<file path="src/rtl/seq_pkg.sv">
package seq_pkg;
  typedef enum logic [1:0] {
    S_IDLE  = 2'd0,
    S_SETUP = 2'd1,
    S_REQ   = 2'd2,
    S_END   = 2'd3
  } seq_state_e;
endpackage

</file>
<file path="src/rtl/seq_rst_sync.sv">
module seq_rst_sync (
  input  logic clk,
  input  logic rst_n,
  output logic rst_n_s
);
  logic meta_q;
  logic sync_q;

  always_ff @(posedge clk or negedge rst_n) begin
    if (!rst_n) begin
      meta_q <= 1'b0;
      sync_q <= 1'b0;
    end else begin
      meta_q <= 1'b1;
      sync_q <= meta_q;
    end
  end

  assign rst_n_s = sync_q;
endmodule

</file>
<file path="src/rtl/seq_stage_mask.sv">
module seq_stage_mask #(
  parameter int NSTG = 12,
  parameter int IDXW = 4
) (
  input  logic [IDXW-1:0] last_idx,
  output logic [NSTG-1:0] mask
);
  for (genvar k = 0; k < NSTG; k++) begin : g_bit
    assign mask[k] = (IDXW'(k) <= last_idx);
  end
endmodule

</file>
<file path="src/rtl/seq_cfg_sel.sv">
module seq_cfg_sel #(
  parameter int NSTG  = 12,
  parameter int CFG_W = 8,
  parameter int IDXW  = 4
) (
  input  logic [NSTG*CFG_W-1:0] table_in,
  input  logic [IDXW-1:0]       sel,
  output logic [CFG_W-1:0]      word
);
  always_comb begin
    word = '0;
    for (int k = 0; k < NSTG; k++) begin
      if (sel == IDXW'(k)) word = table_in[k*CFG_W +: CFG_W];
    end
  end
endmodule

</file>
<file path="src/rtl/conv_stage_seq.sv">
module conv_stage_seq
  import seq_pkg::*;
#(
  parameter int NSTG   = 12,
  parameter int CFG_W  = 8,
  parameter int DATA_W = 16,
  parameter int IDXW   = 4
) (
  input  logic                  clk,
  input  logic                  rst_n,
  input  logic                  seq_en,
  input  logic [IDXW-1:0]       last_stage,
  input  logic [NSTG*CFG_W-1:0] cfg_table,
  output logic [NSTG-1:0]       stage_mask,
  output logic [CFG_W-1:0]      mux_cfg,
  output logic                  conv_req,
  input  logic                  conv_done,
  input  logic [DATA_W-1:0]     conv_data,
  output logic                  res_we,
  output logic [IDXW-1:0]       res_idx,
  output logic [DATA_W-1:0]     res_data,
  output logic                  seq_end
);
  localparam logic [IDXW-1:0] MAX_IDX = IDXW'(NSTG - 1);

  logic rst_n_s;
  seq_state_e state_q, state_d;
  logic [IDXW-1:0] stage_q, stage_d;
  logic [IDXW-1:0] last_q, last_d;
  logic [IDXW-1:0] last_eff;
  logic            load_last;
  logic            cap_en;
  logic            we_q;
  logic [IDXW-1:0] idx_q;
  logic [DATA_W-1:0] data_q;
  logic [CFG_W-1:0]  cur_word;

  seq_rst_sync u_rst (.clk(clk), .rst_n(rst_n), .rst_n_s(rst_n_s));

  assign last_eff = (last_stage > MAX_IDX) ? MAX_IDX : last_stage;

  seq_stage_mask #(.NSTG(NSTG), .IDXW(IDXW)) u_mask (
    .last_idx(last_eff), .mask(stage_mask));

  seq_cfg_sel #(.NSTG(NSTG), .CFG_W(CFG_W), .IDXW(IDXW)) u_sel (
    .table_in(cfg_table), .sel(stage_q), .word(cur_word));

  // next-state logic
  always_comb begin
    state_d   = state_q;
    stage_d   = stage_q;
    load_last = 1'b0;
    cap_en    = 1'b0;
    unique case (state_q)
      S_IDLE: begin
        if (seq_en) begin
          state_d   = S_SETUP;
          stage_d   = '0;
          load_last = 1'b1;
        end
      end
      S_SETUP: state_d = S_REQ;
      S_REQ: begin
        if (conv_done) begin
          cap_en = 1'b1;
          if (stage_q == last_q) begin
            state_d = S_END;
          end else if (seq_en) begin
            state_d = S_SETUP;
            stage_d = stage_q + 1'b1;
          end else begin
            state_d = S_IDLE;
          end
        end
      end
      S_END: begin
        if (seq_en) begin
          state_d   = S_SETUP;
          stage_d   = '0;
          load_last = 1'b1;
        end else begin
          state_d = S_IDLE;
        end
      end
      default: state_d = S_IDLE;
    endcase
    last_d = load_last ? last_eff : last_q;
  end

  // registers
  always_ff @(posedge clk or negedge rst_n_s) begin
    if (!rst_n_s) begin
      state_q <= S_IDLE;
      stage_q <= '0;
      last_q  <= '0;
      we_q    <= 1'b0;
    end else begin
      state_q <= state_d;
      stage_q <= stage_d;
      last_q  <= last_d;
      we_q    <= cap_en;
    end
  end

  always_ff @(posedge clk or negedge rst_n_s) begin
    if (!rst_n_s) begin
      idx_q  <= '0;
      data_q <= '0;
    end else if (cap_en) begin
      idx_q  <= stage_q;
      data_q <= conv_data;
    end
  end

  assign conv_req = (state_q == S_REQ);
  assign seq_end  = (state_q == S_END);
  assign mux_cfg  = ((state_q == S_SETUP) || (state_q == S_REQ)) ? cur_word : '0;
  assign res_we   = we_q;
  assign res_idx  = idx_q;
  assign res_data = data_q;

  // assertions
  p_start_zero_r2: assert property (@(posedge clk) disable iff (!rst_n_s)
    (state_q == S_IDLE && seq_en) |=> (stage_q == '0));

  p_idx_bound_r3: assert property (@(posedge clk) disable iff (!rst_n_s)
    res_we |-> (res_idx <= last_q && res_idx <= MAX_IDX));

  p_setup_first_r5: assert property (@(posedge clk) disable iff (!rst_n_s)
    $rose(conv_req) |-> ($past(state_q) == S_SETUP));

  p_req_hold_r6: assert property (@(posedge clk) disable iff (!rst_n_s)
    (conv_req && !conv_done) |=> conv_req);

  p_req_drop_r6: assert property (@(posedge clk) disable iff (!rst_n_s)
    (conv_req && conv_done) |=> (!conv_req && res_we));

  p_we_single_r6: assert property (@(posedge clk) disable iff (!rst_n_s)
    res_we |=> !res_we);

  p_end_pulse_r7: assert property (@(posedge clk) disable iff (!rst_n_s)
    seq_end |=> !seq_end);

  p_end_with_write_r7: assert property (@(posedge clk) disable iff (!rst_n_s)
    seq_end |-> res_we);

  p_mask_contig_r9: assert property (@(posedge clk) disable iff (!rst_n_s)
    stage_mask[0] && ((stage_mask & (stage_mask + 1'b1)) == '0));
endmodule

</file>
<file path="config.mk">
export PLATFORM = sky130hd
export DESIGN_NAME = conv_stage_seq
export DESIGN_NICKNAME = d
export VERILOG_FILES = /design/src/rtl/seq_pkg.sv /design/src/rtl/seq_rst_sync.sv /design/src/rtl/seq_stage_mask.sv /design/src/rtl/seq_cfg_sel.sv /design/src/rtl/conv_stage_seq.sv
export SDC_FILE = /design/constraint.sdc
export NUM_CORES = 1
export LEC_CHECK = 0
export ABC_AREA = 1
export ABC_CLOCK_PERIOD_IN_PS = 2800
export BUFFER_PORTS_ARGS = -buffer_cell sky130_fd_sc_hd__buf_2
export CAP_MARGIN = 10
export CORE_MARGIN = 2
export CORE_UTILIZATION = 45
export DETAILED_ROUTE_END_ITERATION = 16
export PLACE_DENSITY = 0.88
export SLEW_MARGIN = 20
export SYNTH_ARGS = -nofsm -noshare
export SYNTH_HDL_FRONTEND = slang
export SYNTH_SLANG_ARGS = --single-unit
</file>
<file path="constraint.sdc">
create_clock -name clk -period 2.8 [get_ports clk]
set_clock_uncertainty 0.1 [all_clocks]
set_input_delay 0.56 -clock clk [delete_from_list [all_inputs] [get_ports clk]]
set_output_delay 0.56 -clock clk [all_outputs]
set_load 0.05 [all_outputs]
</file>
==> run_results.csv, run 1 <==
group,metric,value,unit
timing,final-setup-viol-count,8,
outcome,status,"complete, but fails checks",
synthesis,ys_seq_area_share,29.7,%
job,drv_cap,0,
die,ioPinCount,163,
routing,route.detailed.drc,0,
routing,firstDrtPassIters,5,
global_route,grt_max_degree,32,
synthesis,ys_types,27,
timing,setup_ws,-0.175,ns
final_layout,design_area,4190,sq um
synthesis,synth_flop_cell,"dfrtp_1",
die,dieArea,6820,sq um
routing,routedWlPerCell,13.4,um
global_route,grt_pass1_wl,13.5,mm
power_and_ir_drop,powerDensity,1200,nW/um^2
critical_path,regToRegEndpoint,"stage_q[2]$_DFFE_PN0P_",
timing,rsz0062_at_grt,"yes",
die,die_x,82.6,um
synthesis,yosysMostFrequentCell,"nand2_1",
placement,placed_cell_area,3700,sq um
critical_path,arrival,2.32,ns
clocking,insertion_delay,0.29,ns
timing,fin_crit,2.98,ns
min_path,hp-class,"reg2async",
critical_path,crit_required,2.14,ns
die,fp-row-count,28,
placement,gp_congestion,0.848,
clocking,cts.clk_slew.worst_paths,0.08,ns
synthesis,synth_seq_cells,33,
synthesis,yosys-top-cells-count,"nand2_1, nor2_1, inv_1",
die,start_util,46.6,%
die,coreArea,5960,sq um
clocking,clk_path_buf_depth,2,
timing,drv_slew,0,
critical_path,start_kind,"register",
synthesis,syn-cell-area,2780,sq um
synthesis,async_reset_ff_share,100,%
timing,fmax,336,MHz
synthesis,syn_avg_cell_area,5.84,sq um
routing,wl,9.82,mm
synthesis,synth_edf_count,0,
critical_path,crit_path_end_kind,"primary output",
global_route,overflow,0,
final_layout,area_growth_syn_to_layout,50.8,%
power_and_ir_drop,power,5.03,mW
global_route,grt_pass1_vias,3164,
global_route,track_usage,25.4,%
placement,dp_hpwl,6.88,mm
synthesis,ys_top_cells_by_area,"dfrtp_1, nand2_1, nor2_1",
clocking,numCtsBuffers,5,
critical_path,reg2regPathDepth,7,
timing,setup-tns-final,-0.752,ns
placement,pre_cts_ws,0.0539,ns
clocking,root_buffer,"clkbuf_8",
synthesis,yosysTopAreaCell,"dfrtp_1",
synthesis,syn_inst,476,
routing,via_count,3741,
timing,hold_viol,0,
power_and_ir_drop,ir_worst_vdd,0.000730,V
power_and_ir_drop,leakage,2.40,nW
clocking,cts.sinks,33,
critical_path,critPathMaxFanout,7,
critical_path,worstReg2RegStart,"state_q[0]$_DFFE_PN0P_",
outcome,violations,"setup timing",
timing,min_period_over_period,106,%
final_layout,final_nets,783,
routing,drt_iter0_markers,197,
die,die_y,82.6,um
clocking,cts_tree,"done",
critical_path,crit_type,"reg2out",
global_route,antenna_found_initial,0,
clocking,cts_htree_levels,2,
final_layout,antenna_cells,0,
routing,antenna_left,0,
synthesis,yosys_warnings,0,
routing,via_per_inst,5.12,
critical_path,regToRegSetupSlack,0.68,ns
synthesis,synth_top_area_share,29.7,%
placement,io_buffer_count,161,
final_layout,drive_gt1_share,38.1,%
-- cells in the final DEF (no fill, tap or decap), types with 2 or more instances in the layout --
master	count
o21ai_0	29
inv_4	2
nor2_1	63
xor2_1	3
inv_1	56
inv_2	6
nor2_4	3
clkbuf_8	6
conb_1	2
a31oi_1	2
nor4_1	2
nor2_2	2
nand3_2	13
nand2_4	2
dfrtp_1	32
ha_1	4
a21oi_2	8
nand2_1	172
nand3_1	29
ha_4	4
nand2_2	11
a21oi_1	4
o211ai_1	2
buf_2	154
buf_6	12
buf_4	20
-- per-layer routing --
layer / wire length, um / GRT usage (%)
met1: 3770 / 28.9
met2: 4930 / 45.9
met3: 827 / 5.11
met4: 295 / 10.8
met5: 0 / 0
-- final cells by class --
cell class / count / area [sq um]
Multi-Input combinational cell: 361 / 1810
Fill cell: 478 / 1770
Timing Repair Buffer: 188 / 1090
Sequential cell: 33 / 827
Inverter: 66 / 254
Tap cell: 75 / 93.8
Clock buffer: 6 / 82.6
Clock inverter: 2 / 37.5
-- state kept, by name (all words and copies together), names as in the netlist --
register	cells
res_data	16
last_q	4
res_idx	4
stage_q	4
state_q	2
res_we	1
u_rst.meta_q	1
u_rst.rst_n_s	1
-- power by group --
group | switching [mW] | internal [mW] | leakage, nW
logic | 2.51 | 1.24 | 1.93
registers | 0.129 | 0.673 | 0.413
clock network | 0.184 | 0.289 | 0.0574
-- worst max path at each step --
| stage | from | end | slack, ns | cells after the start |
|---|---|---|---|---|
| floorplan | stage_q[1]$_DFFE_PN0P_ | mux_cfg[0] | 0.06 | 14 |
| global placement | stage_q[1]$_DFFE_PN0P_ | mux_cfg[3] | 0.11 | 15 |
| detailed placement | stage_q[1]$_DFFE_PN0P_ | mux_cfg[2] | 0.05 | 14 |
| CTS | stage_q[0]$_DFFE_PN0P_ | mux_cfg[2] | -0.003 | 14 |
| global route | stage_q[1]$_DFFE_PN0P_ | mux_cfg[4] | -0.25 | 15 |
| finish | stage_q[1]$_DFFE_PN0P_ | mux_cfg[2] | -0.18 | 16 |
-- kinds of logic after synthesis --
group           Yosys count  share of synthesized area (%)
flops                    33                           29.7
other cells               1                          0.135
compound gates           47                           9.77
simple gates            300                           43.3
fa+ha+maj                 8                           3.60
xor+xnor                  3                          0.946
buf+inv                  84                           12.5
-- worst max-delay path, stage by stage, from the launching register on --
cell     delay (ns)
dfrtp_1        0.40
inv_2          0.13
ha_4           0.18
inv_4          0.04
nor2_4         0.24
buf_6          0.14
nand3_2        0.05
nand3_2        0.06
nand2_1        0.06
nand2_1        0.07
nand2_1        0.05
nand2_1        0.05
nand2_1        0.06
nand3_1        0.07
nand2_1        0.08
a21oi_2        0.16
buf_6          0.17
-- per-stage QoR --
stage               std cells  util (%)  hold WS, ns
detailed placement        710      62.1        0.165
finish                    731      70.3        0.160
global route              731      70.3        0.208
floorplan                 477         -        0.164
CTS                       720      66.7        0.169
global placement          710      62.1        0.154
-- repair_timing --
item                                   4_1_cts  5_1_grt
setup endpoints to repair                    8        8
endpoints found under the hold margin        2        0
pin swaps                                    5       24
gates cloned                                 0        2
buffers inserted                             1        9
resized for setup                           42       31
hold buffers                                 1        0
Power figures use the tool's default switching activity.
==> inputs of run 2 (changes only) <==
--- a/config.mk
+++ b/config.mk
@@ -5,14 +5,14 @@
 export SDC_FILE = /design/constraint.sdc
 export NUM_CORES = 1
 export LEC_CHECK = 0
-export ABC_AREA = 1
 export ABC_CLOCK_PERIOD_IN_PS = 2800
 export BUFFER_PORTS_ARGS = -buffer_cell sky130_fd_sc_hd__buf_2
 export CAP_MARGIN = 10
 export CORE_MARGIN = 2
-export CORE_UTILIZATION = 45
+export CORE_UTILIZATION = 44
+export CTS_CLUSTER_SIZE = 16
 export DETAILED_ROUTE_END_ITERATION = 16
-export PLACE_DENSITY = 0.88
+export PLACE_DENSITY = 0.87
 export SLEW_MARGIN = 20
 export SYNTH_ARGS = -nofsm -noshare
 export SYNTH_HDL_FRONTEND = slang
==> run 2 against run 1 <==
The flow still finishes with violations (setup timing). Largest cell class unchanged. Utilization fell by 1.4 points. Register-to-register slack better by 0.06 ns. Largest power group unchanged. Sequential share of layout area is 0.32 points higher. Highest routed layer unchanged.
==> run_results.csv, run 2 <==
group,metric,value,unit
clocking,root_buffer,"clkbuf_8",
final_layout,layout_commonest_cell,"buf_2",
final_layout,finalNonFillerCells,586,
placement,placed_cells_incl_taps,563,
timing,fmax,346,MHz
placement,io_buffer_count,161,
synthesis,yosys_warnings,0,
routing,via_count,3416,
die,dieArea,6920,sq um
synthesis,yosysMostFrequentCell,"a21oi_1",
routing,antenna_left,0,
synthesis,syn_inst,347,
placement,pre_cts_ws,-0.0188,ns
synthesis,async_reset_ff_share,100,%
critical_path,crit_type,"reg2out",
clocking,cts_htree_levels,2,
final_layout,antenna_cells,0,
job,drv_cap,0,
clocking,clk_path_buf_depth,2,
critical_path,regToRegEndpoint,"res_data[2]$_DFFE_PN0P_",
timing,hold_viol,0,
power_and_ir_drop,leakage,1.97,nW
final_layout,area_growth_syn_to_layout,49.5,%
routing,route.detailed.drc,0,
timing,setup_ws,-0.0912,ns
final_layout,drive_gt1_share,47.9,%
global_route,track_usage,27.2,%
clocking,cts.sinks,33,
global_route,grt_pass1_wl,15.7,mm
synthesis,synth_seq_cells,33,
critical_path,crit_path_end_kind,"primary output",
clocking,insertion_delay,0.28,ns
routing,wl,9.94,mm
final_layout,largest_reg_flops,16,
timing,final-setup-viol-count,8,
routing,firstDrtPassIters,6,
routing,drt_iter0_markers,214,
synthesis,yosys-top-cells-count,"a21oi_1, nand2_1, dfrtp_1",
placement,gp_congestion,0.973,
routing,via_per_inst,5.83,
synthesis,ys_types,40,
timing,min_period_over_period,103,%
routing,routedWlPerCell,17.0,um
final_layout,nFillCells,477,
timing,fin_crit,2.89,ns
synthesis,ys_top_cells_by_area,"dfrtp_1, a21oi_1, mux2_2",
critical_path,reg2regPathDepth,5,
final_layout,final_cell_mix,"buf_2, a21oi_1, nand2_1",
synthesis,synth_top_area_share,29.9,%
critical_path,start_kind,"register",
synthesis,ys_seq_area_share,29.9,%
min_path,hp-class,"reg2async",
synthesis,syn_avg_cell_area,7.95,sq um
outcome,status,"complete, but fails checks",
die,start_util,46.1,%
die,die_y,83.2,um
final_layout,final_nets,639,
global_route,overflow,0,
critical_path,worstSetupStartpoint,"stage_q[0]$_DFFE_PN0P_",
outcome,violations,"setup timing",
synthesis,yosysTopAreaCell,"dfrtp_1",
final_layout,multi_input_area,1810,sq um
global_route,grt_max_degree,32,
power_and_ir_drop,powerDensity,867,nW/um^2
die,coreArea,5990,sq um
power_and_ir_drop,ir_worst_vdd,0.000988,V
critical_path,critPathMaxFanout,7,
clocking,numCtsBuffers,5,
synthesis,syn-cell-area,2760,sq um
timing,worstMarginPinSlew,0.574,ns
timing,drv_slew,0,
critical_path,arrival,2.23,ns
timing,rsz0062_at_grt,"yes",
timing,relSlewSlack,61.7,%
die,die_x,83.2,um
critical_path,worstReg2RegStart,"state_q[0]$_DFFE_PN0P_",
global_route,grt_pass1_vias,3233,
clocking,cts.clk_slew.worst_paths,0.06,ns
clocking,cts_tree,"done",
critical_path,regToRegSetupSlack,0.74,ns
final_layout,regArea,828,sq um
critical_path,endpoint,"mux_cfg[4]",
die,ioPinCount,163,
global_route,antenna_found_initial,0,
die,fp-row-count,28,
critical_path,crit_required,2.14,ns
synthesis,synth_edf_count,0,
synthesis,synth_flop_cell,"dfrtp_1",
placement,dp_hpwl,6.96,mm
## run 2: logic make-up after synthesis
logic type	count (synthesis)	synth area share [%]
AOI/OAI and AO/OA	140	33.5
xor gates and xnor gates	4	1.27
adders and majority gates	8	3.63
buffers and inverters	58	9.34
DFF	33	29.9
muxes	18	7.34
other	1	0.136
and+or+nand+nor	85	14.9
## run 2: metrics by stage
stage	total power, mW	hold WS [ns]	instance area [sq um]	setup TNS [ns]	utilization [%]
finish	3.58	0.159	4130	-0.442	68.9
global route	3.76	0.210	4130	-1.05	68.9
CTS	3.50	0.177	4000	-0.429	66.8
detailed placement	2.91	0.176	3630	-0.0242	60.7
global placement	2.86	0.160	3630	0	60.7
floorplan	2.38	0.164	2780	0	-
## run 2: worst min path at each step
stage                                  from                      end  depth (start not counted)  slack [ns]
global route        u_rst.rst_n_s$_DFF_PN0_  res_data[2]$_DFFE_PN0P_                          1        0.21
detailed placement  u_rst.rst_n_s$_DFF_PN0_  res_data[2]$_DFFE_PN0P_                          1        0.18
finish              u_rst.rst_n_s$_DFF_PN0_  res_data[0]$_DFFE_PN0P_                          1        0.16
CTS                 u_rst.rst_n_s$_DFF_PN0_   state_q[0]$_DFFE_PN0P_                          1        0.18
global placement    u_rst.rst_n_s$_DFF_PN0_    last_q[3]$_DFFE_PN0P_                          1        0.16
floorplan                             rst_n   u_rst.meta_q$_DFF_PN0_                          0        0.16
## run 2: power by group
part,total (mW),switching [mW],internal (mW)
clock,0.357,0.163,0.194
sequential,0.765,0.112,0.652
combinational,2.46,1.56,0.897
total,3.58,1.83,1.74
## run 2: metal layers
layer | wire (um) | share of wire (%) | track usage [%] | vias up
li1 | - | - | - | 1569
met2 | 4900 | 49 | 48.8 | 249
met1 | 3640 | 37 | 32.6 | 1558
met5 | 0 | 0 | 0 | -
met3 | 1030 | 10 | 4.87 | 40
met4 | 364 | 3.7 | 9.24 | 0
## run 2: repair_timing
item / in CTS / in global routing
setup endpoints to repair: 8 / 8
hold endpoints to repair: 2 / 0
buffers inserted: 6 / 4
gates cloned: 4 / 1
pin swaps: 16 / 10
gates resized for setup: 34 / 16
hold buffers: 1 / 0
## run 2: worst max-delay path, stage by stage, from the launching register on
cell and delay, ns:
dfrtp_2 0.48, ha_4 0.19, or3_4 0.41, a221oi_4 0.21, o22a_1 0.22, o22ai_2 0.08
a21oi_2 0.18, buf_6 0.18
## run 2: final cells by class
type	count	area share, %
Clock inverter	1	0.182
Inverter	25	2.49
Tap cell	75	2.27
Timing Repair Buffer	188	29.0
Sequential cell	33	20.1
Multi-Input combinational cell	257	43.8
Clock buffer	6	2.00
Timing Repair inverter	1	0.182
